==> src/rtl/desense_pkg.sv <==
package desense_pkg;
  localparam int LANES     = 4;
  localparam int SAMPLE_W  = 16;
  localparam int MODE_W    = 2;

  typedef enum logic [MODE_W-1:0] {
    TM_NORMAL = 2'd0,
    TM_RANDOM = 2'd1,
    TM_RSVD2  = 2'd2,
    TM_RSVD3  = 2'd3
  } test_mode_e;
endpackage

==> src/rtl/pn_source.sv <==
module pn_source #(
  parameter int STATE_W = 23,
  parameter int TAP_HI  = 23,
  parameter int TAP_LO  = 18,
  parameter int STEPS   = 16,
  parameter logic [STATE_W-1:0] SEED = 23'h2A5F3C
) (
  input  logic               clk,
  input  logic               rst,
  input  logic               hold,
  output logic [STATE_W-1:0] state
);
  localparam int HI_IDX = TAP_HI - 1;
  localparam int LO_IDX = TAP_LO - 1;

  logic [STATE_W-1:0] state_q;

  // Advance the Fibonacci register by STEPS single-bit shifts.
  function automatic logic [STATE_W-1:0] advance(input logic [STATE_W-1:0] s_in);
    logic [STATE_W-1:0] s;
    logic fb;
    s = s_in;
    for (int i = 0; i < STEPS; i++) begin
      fb = s[HI_IDX] ^ s[LO_IDX];
      s  = {s[STATE_W-2:0], fb};
    end
    return s;
  endfunction

  always_ff @(posedge clk) begin
    if (rst || hold) state_q <= SEED;
    else             state_q <= advance(state_q);
  end

  assign state = state_q;

  assert_hold_seed_R4: assert property (@(posedge clk) disable iff (rst)
    hold |=> (state_q == SEED));

  assert_nonzero_R6: assert property (@(posedge clk) disable iff (rst)
    state_q != '0);

  assert_moves_R6: assert property (@(posedge clk) disable iff (rst)
    !hold |=> (state_q != $past(state_q)));
endmodule

==> src/rtl/lane_mixer.sv <==
module lane_mixer #(
  parameter int W = 16
) (
  input  logic         clk,
  input  logic         rst,
  input  logic         noise_en,
  input  logic [W-1:0] din,
  input  logic [W-1:0] mask,
  input  logic [W-1:0] noise,
  output logic [W-1:0] dout
);
  logic [W-1:0] flip;
  logic [W-1:0] dout_q;

  always_comb flip = noise_en ? (mask & noise) : '0;

  always_ff @(posedge clk) begin
    if (rst) dout_q <= '0;
    else     dout_q <= din ^ flip;
  end

  assign dout = dout_q;

  assert_pass_R5: assert property (@(posedge clk) disable iff (rst)
    !noise_en |=> (dout_q == $past(din)));

  assert_zero_mask_R2: assert property (@(posedge clk) disable iff (rst)
    (mask == '0) |=> (dout_q == $past(din)));

  assert_unmasked_R8: assert property (@(posedge clk) disable iff (rst)
    1'b1 |=> (((dout_q ^ $past(din)) & ~$past(mask)) == '0));
endmodule

==> src/rtl/rx_desense_noise.sv <==
module rx_desense_noise
  import desense_pkg::*;
#(
  parameter int W          = SAMPLE_W,
  parameter int STATE_W    = 23,
  parameter int SLICE_STEP = 2,
  parameter logic [STATE_W-1:0] SEED = 23'h2A5F3C
) (
  input  logic              clk,
  input  logic              rst,
  input  logic              pn_hold,
  input  logic [MODE_W-1:0] test_mode,
  input  logic [W-1:0]      samp_a,
  input  logic [W-1:0]      samp_b,
  input  logic [W-1:0]      samp_c,
  input  logic [W-1:0]      samp_d,
  input  logic [W-1:0]      mask_a,
  input  logic [W-1:0]      mask_b,
  input  logic [W-1:0]      mask_c,
  input  logic [W-1:0]      mask_d,
  output logic [W-1:0]      dout_a,
  output logic [W-1:0]      dout_b,
  output logic [W-1:0]      dout_c,
  output logic [W-1:0]      dout_d
);
  localparam int MAX_OFS = (LANES - 1) * SLICE_STEP;

  logic [STATE_W-1:0] pn_state;
  logic               noise_en;
  logic [W-1:0]       lane_in   [LANES];
  logic [W-1:0]       lane_mask [LANES];
  logic [W-1:0]       lane_out  [LANES];

  initial begin
    if (MAX_OFS + W > STATE_W)
      $error("slice offsets exceed generator width");
  end

  pn_source #(
    .STATE_W(STATE_W),
    .TAP_HI (23),
    .TAP_LO (18),
    .STEPS  (W),
    .SEED   (SEED)
  ) u_pn (
    .clk  (clk),
    .rst  (rst),
    .hold (pn_hold),
    .state(pn_state)
  );

  always_comb noise_en = !pn_hold && (test_mode == TM_RANDOM);

  assign lane_in[0] = samp_a;  assign lane_mask[0] = mask_a;
  assign lane_in[1] = samp_b;  assign lane_mask[1] = mask_b;
  assign lane_in[2] = samp_c;  assign lane_mask[2] = mask_c;
  assign lane_in[3] = samp_d;  assign lane_mask[3] = mask_d;

  for (genvar k = 0; k < LANES; k++) begin : g_lane
    lane_mixer #(.W(W)) u_mix (
      .clk     (clk),
      .rst     (rst),
      .noise_en(noise_en),
      .din     (lane_in[k]),
      .mask    (lane_mask[k]),
      .noise   (pn_state[k*SLICE_STEP +: W]),
      .dout    (lane_out[k])
    );
  end

  assign dout_a = lane_out[0];
  assign dout_b = lane_out[1];
  assign dout_c = lane_out[2];
  assign dout_d = lane_out[3];

  assert_reset_R1: assert property (@(posedge clk)
    rst |=> (dout_a == '0 && dout_b == '0 && dout_c == '0 && dout_d == '0));

  assert_hold_quiet_R4: assert property (@(posedge clk) disable iff (rst)
    pn_hold |=> (dout_a == $past(samp_a) && dout_d == $past(samp_d)));
endmodule

==> config.mk <==
export PLATFORM = sky130hd
export DESIGN_NAME = rx_desense_noise
export DESIGN_NICKNAME = d
export VERILOG_FILES = /design/src/rtl/desense_pkg.sv /design/src/rtl/pn_source.sv /design/src/rtl/lane_mixer.sv /design/src/rtl/rx_desense_noise.sv
export SDC_FILE = /design/constraint.sdc
export NUM_CORES = 1
export LEC_CHECK = 0
export CAP_MARGIN = 25
export CORE_AREA = 2 2 109 111
export DETAILED_ROUTE_END_ITERATION = 10
export DIE_AREA = 0 0 111 113
export PLACE_DENSITY = 0.75
export SYNTH_ARGS = -nofsm -noshare
export SYNTH_HDL_FRONTEND = slang
export SYNTH_SLANG_ARGS = --single-unit
export TNS_END_PERCENT = 20
==> constraint.sdc <==
create_clock -name clk -period 1.25 [get_ports clk]
set_clock_uncertainty 0.1 [all_clocks]
set_input_delay 0.1875 -clock clk [delete_from_list [all_inputs] [get_ports clk]]
set_output_delay 0.1875 -clock clk [all_outputs]
set_load 0.02 [all_outputs]
==> results by group <==
Synth
  • Netlist cell types: 18
  • Syn Inst Count: approximately 420
  • Number of synthesized flops with an enable pin: 0
  • Area leader, netlist: dfxtp_1
  • Mean Syn Cell Area: just under 10 um^2
  • Sequential area share after synthesis: 0.4235
  • Most frequent cell after synthesis: dfxtp_1
  • Yosys reg bits: slightly below 90
  • Synth Flop Type: dfxtp_1
  • Post-synth top area share: 0.4235
  • Number of synthesis warnings: 0
  • Syn nets: 550
  • Post-synth top cells: 87 x dfxtp_1, 71 x nor2_1, 64 x nor2b_1
  • Synth async-reset ratio: 0
  • Syn Std Cell Area: around 4000 um^2
  • Synth top area cells: dfxtp_1 42%, mux2_4 20%, nor2b_1 9.7%

Global routing
  • Antenna violations before repair: 0
  • Gr usage total: 0.2139
  • Largest net degree at the start of global routing: 42
  • Grt ovf: 0
  • Vias in the first global route: around 3900
  • First-pass GRT wire length: 20.59 mm

Routing
  • # DRC: 0
  • Via-to-Cell Ratio: approximately 4.8
  • Final WL: around 13 mm
  • 1st-iter DRT viols: between 150 and 200
  • Wire per inst: 17.31 um
  • Detail Route Antenna Nets: 0
  • Drt first pass iters: 4
  • Via count of the routed design: about 3700

Timing
  • Slew margin rel.: 0.7549
  • Final hold viol count: 0
  • Worst-Margin Slew: around 370 ps
  • RSZ-0062 raised after global routing: true
  • Clock period minus worst slack: between 1000 and 1500 ps
  • Fin Setup TNS: -108.4 ps
  • Endpoints failing setup: 9
  • Final period utilization: 1.023
  • Max Fclk: 782.1 MHz
  • Max-slew violations: 0
  • Final worst setup slack: -28.60 ps

Min path
  • Worst hold path class: in -> reg
  • Worst Hold Launch: pn_hold

Clocking
  • Clk_lat worst skew: 340 ps
  • CTS tree: done
  • Max Root-Sink Buffers: 2
  • Root Driver: clkbuf_16
  • Worst-path clk slew: 60 ps
  • Num CTS Buffers: 9
  • Hold Buf Count CTS: 0
  • CTS H-tree lvls: 3
  • Clk sinks: between 80 and 90

Layout
  • Area grow syn2layout: 67.60%
  • Final #Nets: around 760
  • Layout cells sized above 1: 0.3249
  • Post-route cell area: between 6000 and 7000 um^2
  • ANT cells: 0

Critical path
  • CP most frequent cell: buf_6
  • Worst setup SP type: primary input
  • WS Path Type: in -> reg
  • Worst path slowest cell: mux2_4
  • Crit-path max cell delay: around 310 ps
  • Worst path cell trace: buf_8, nor3b_4, buf_6, buf_6, buf_12, buf_16, nand3_2, mux2_4
  • Worst reg2reg startpoint: u_pn.state[7]$_SDFF_PP0_
  • Worst path required time: 1380 ps
  • Crit-path max FO: 6
  • Crit path launch: pn_hold
  • Critical Path End Type: flip-flop
  • Signal arrival time at the worst endpoint: 1410 ps

Run status
  • Violations in the final reports: negative setup slack
  • Outcome: finished with violations

Die
  • Starting Density: 0.3649
  • Core Rows: 39
  • Die X: ~110 um
  • # IOs: ~200
  • Die H: 113 um
  • Core area: 11270 um^2
  • Total Die Area: about 13000 um^2

Placed design
  • Routability cong.: about 0.80
  • Placed Area: 6312 um^2
  • Final HPWL DP: around 9.6 mm
  • I/O Buffers: between 150 and 200

Power and ir drop
  • PD cells: approximately 1100 nW/um^2
  • LEAKAGE: about 0.0029 uW
  • Max rail drop VDD: approximately 0.7 mV

Job
  • Max-cap viol count: 0
==> per-layer routing <==
| layer | up-vias | track usage | part of all wire |
|---|---|---|---|
| met5 | - | 0 | 0 |
| met4 | 0 | 0.08333 | 0.021 |
| met3 | 22 | 0.05678 | 0.061 |
| met2 | 136 | 0.3902 | 0.52 |
| met1 | 1768 | 0.2383 | 0.40 |
| li1 | 1793 | - | - |
==> power breakdown <==
| group | internal (uW) | total, uW | switching [uW] | leakage, uW |
|---|---|---|---|---|
| Sequential | 2930 | 3030 | 97.2 | 0.000722 |
| Combinational | 894 | 1490 | 597 | 0.00200 |
| Clock | 1710 | 2800 | 1090 | 0.000156 |
| Total | 5540 | 7320 | 1790 | 0.00288 |
==> cells in the final DEF, fill, tap and decap left out <==
master / n
and2_1: 4
buf_12: 8
buf_16: 4
buf_2: 2
buf_4: 23
buf_6: 4
buf_8: 1
bufinv_16: 1
clkbuf_1: 1
clkbuf_16: 9
clkbuf_2: 26
clkbuf_8: 3
clkdlybuf4s15_1: 6
clkdlybuf4s15_2: 31
clkdlybuf4s50_1: 128
clkinv_2: 2
dfxtp_1: 83
dfxtp_2: 4
mux2_2: 9
mux2_4: 55
nand2_1: 10
nand3_1: 42
nand3_2: 15
nand3_4: 7
nor2_1: 71
nor2b_1: 64
nor3b_4: 1
or2_2: 1
or3_1: 3
xnor2_1: 16
==> cell type report <==
type / instances / area [um^2]
sequential: 87 / 1747
clock buffer: 13 / 270.3
fill: 955 / 4379
multi-input combinational: 298 / 2323
clock inverter: 3 / 40.04
timing repair buffer: 233 / 2333
tap: 143 / 178.9
==> cells by family after synthesis <==
logic type,count (synthesis),synth area share
simple gates,218,0.2668
buf+inv,32,0.05111
flops,87,0.4235
mux,64,0.2245
xor+xnor,16,0.03407
==> stage by stage <==
step / total power [uW] / hold WS (ps) / util / instances / worst slack (ps)
global placement: 4511 / 367.0 / 0.5600 / 749 / -650.5
CTS: 7400 / 59.71 / 0.6204 / 777 / -10.21
global route: 7588 / 64.17 / 0.6115 / 777 / -33.61
finish: 7323 / 69.84 / 0.6115 / 777 / -28.60
floorplan: 3707 / 186.3 / - / 417 / -27.96
detailed placement: 4548 / 372.4 / 0.5600 / 749 / -705.1
==> critical path, delay by kind of cell <==
kind	cells	cell delay [ps]
simple gates	2	290
mux	1	310
buf+inv	5	610
==> repair_timing <==
action / 4_1_cts / 5_1_grt
resized for setup: 206 / 38
setup buffers: 7 / 1
pin swaps: 5 / 4
setup endpoints to repair: 128 / 60
cloned: 5 / 0
==> state kept, by name, indices dropped and copies added, names as in the netlist <==
name,cells
g_lane.u_mix.dout,64
u_pn.state,23
==> path summary, 6_finish.rpt <==
path,endpoint,cells after the start,slack (ps)
worst max-delay path,g_lane[3].u_mix.dout[1]$_SDFF_PP0_,8,-30
worst min-delay path,u_pn.state[17]$_SDFF_PP1_,3,70
worst max register to register,g_lane[1].u_mix.dout[5]$_SDFF_PP0_,2,60
worst min register to register,u_pn.state[15]$_SDFF_PP0_,2,390
Note: power is estimated with default switching activity, not from simulation.
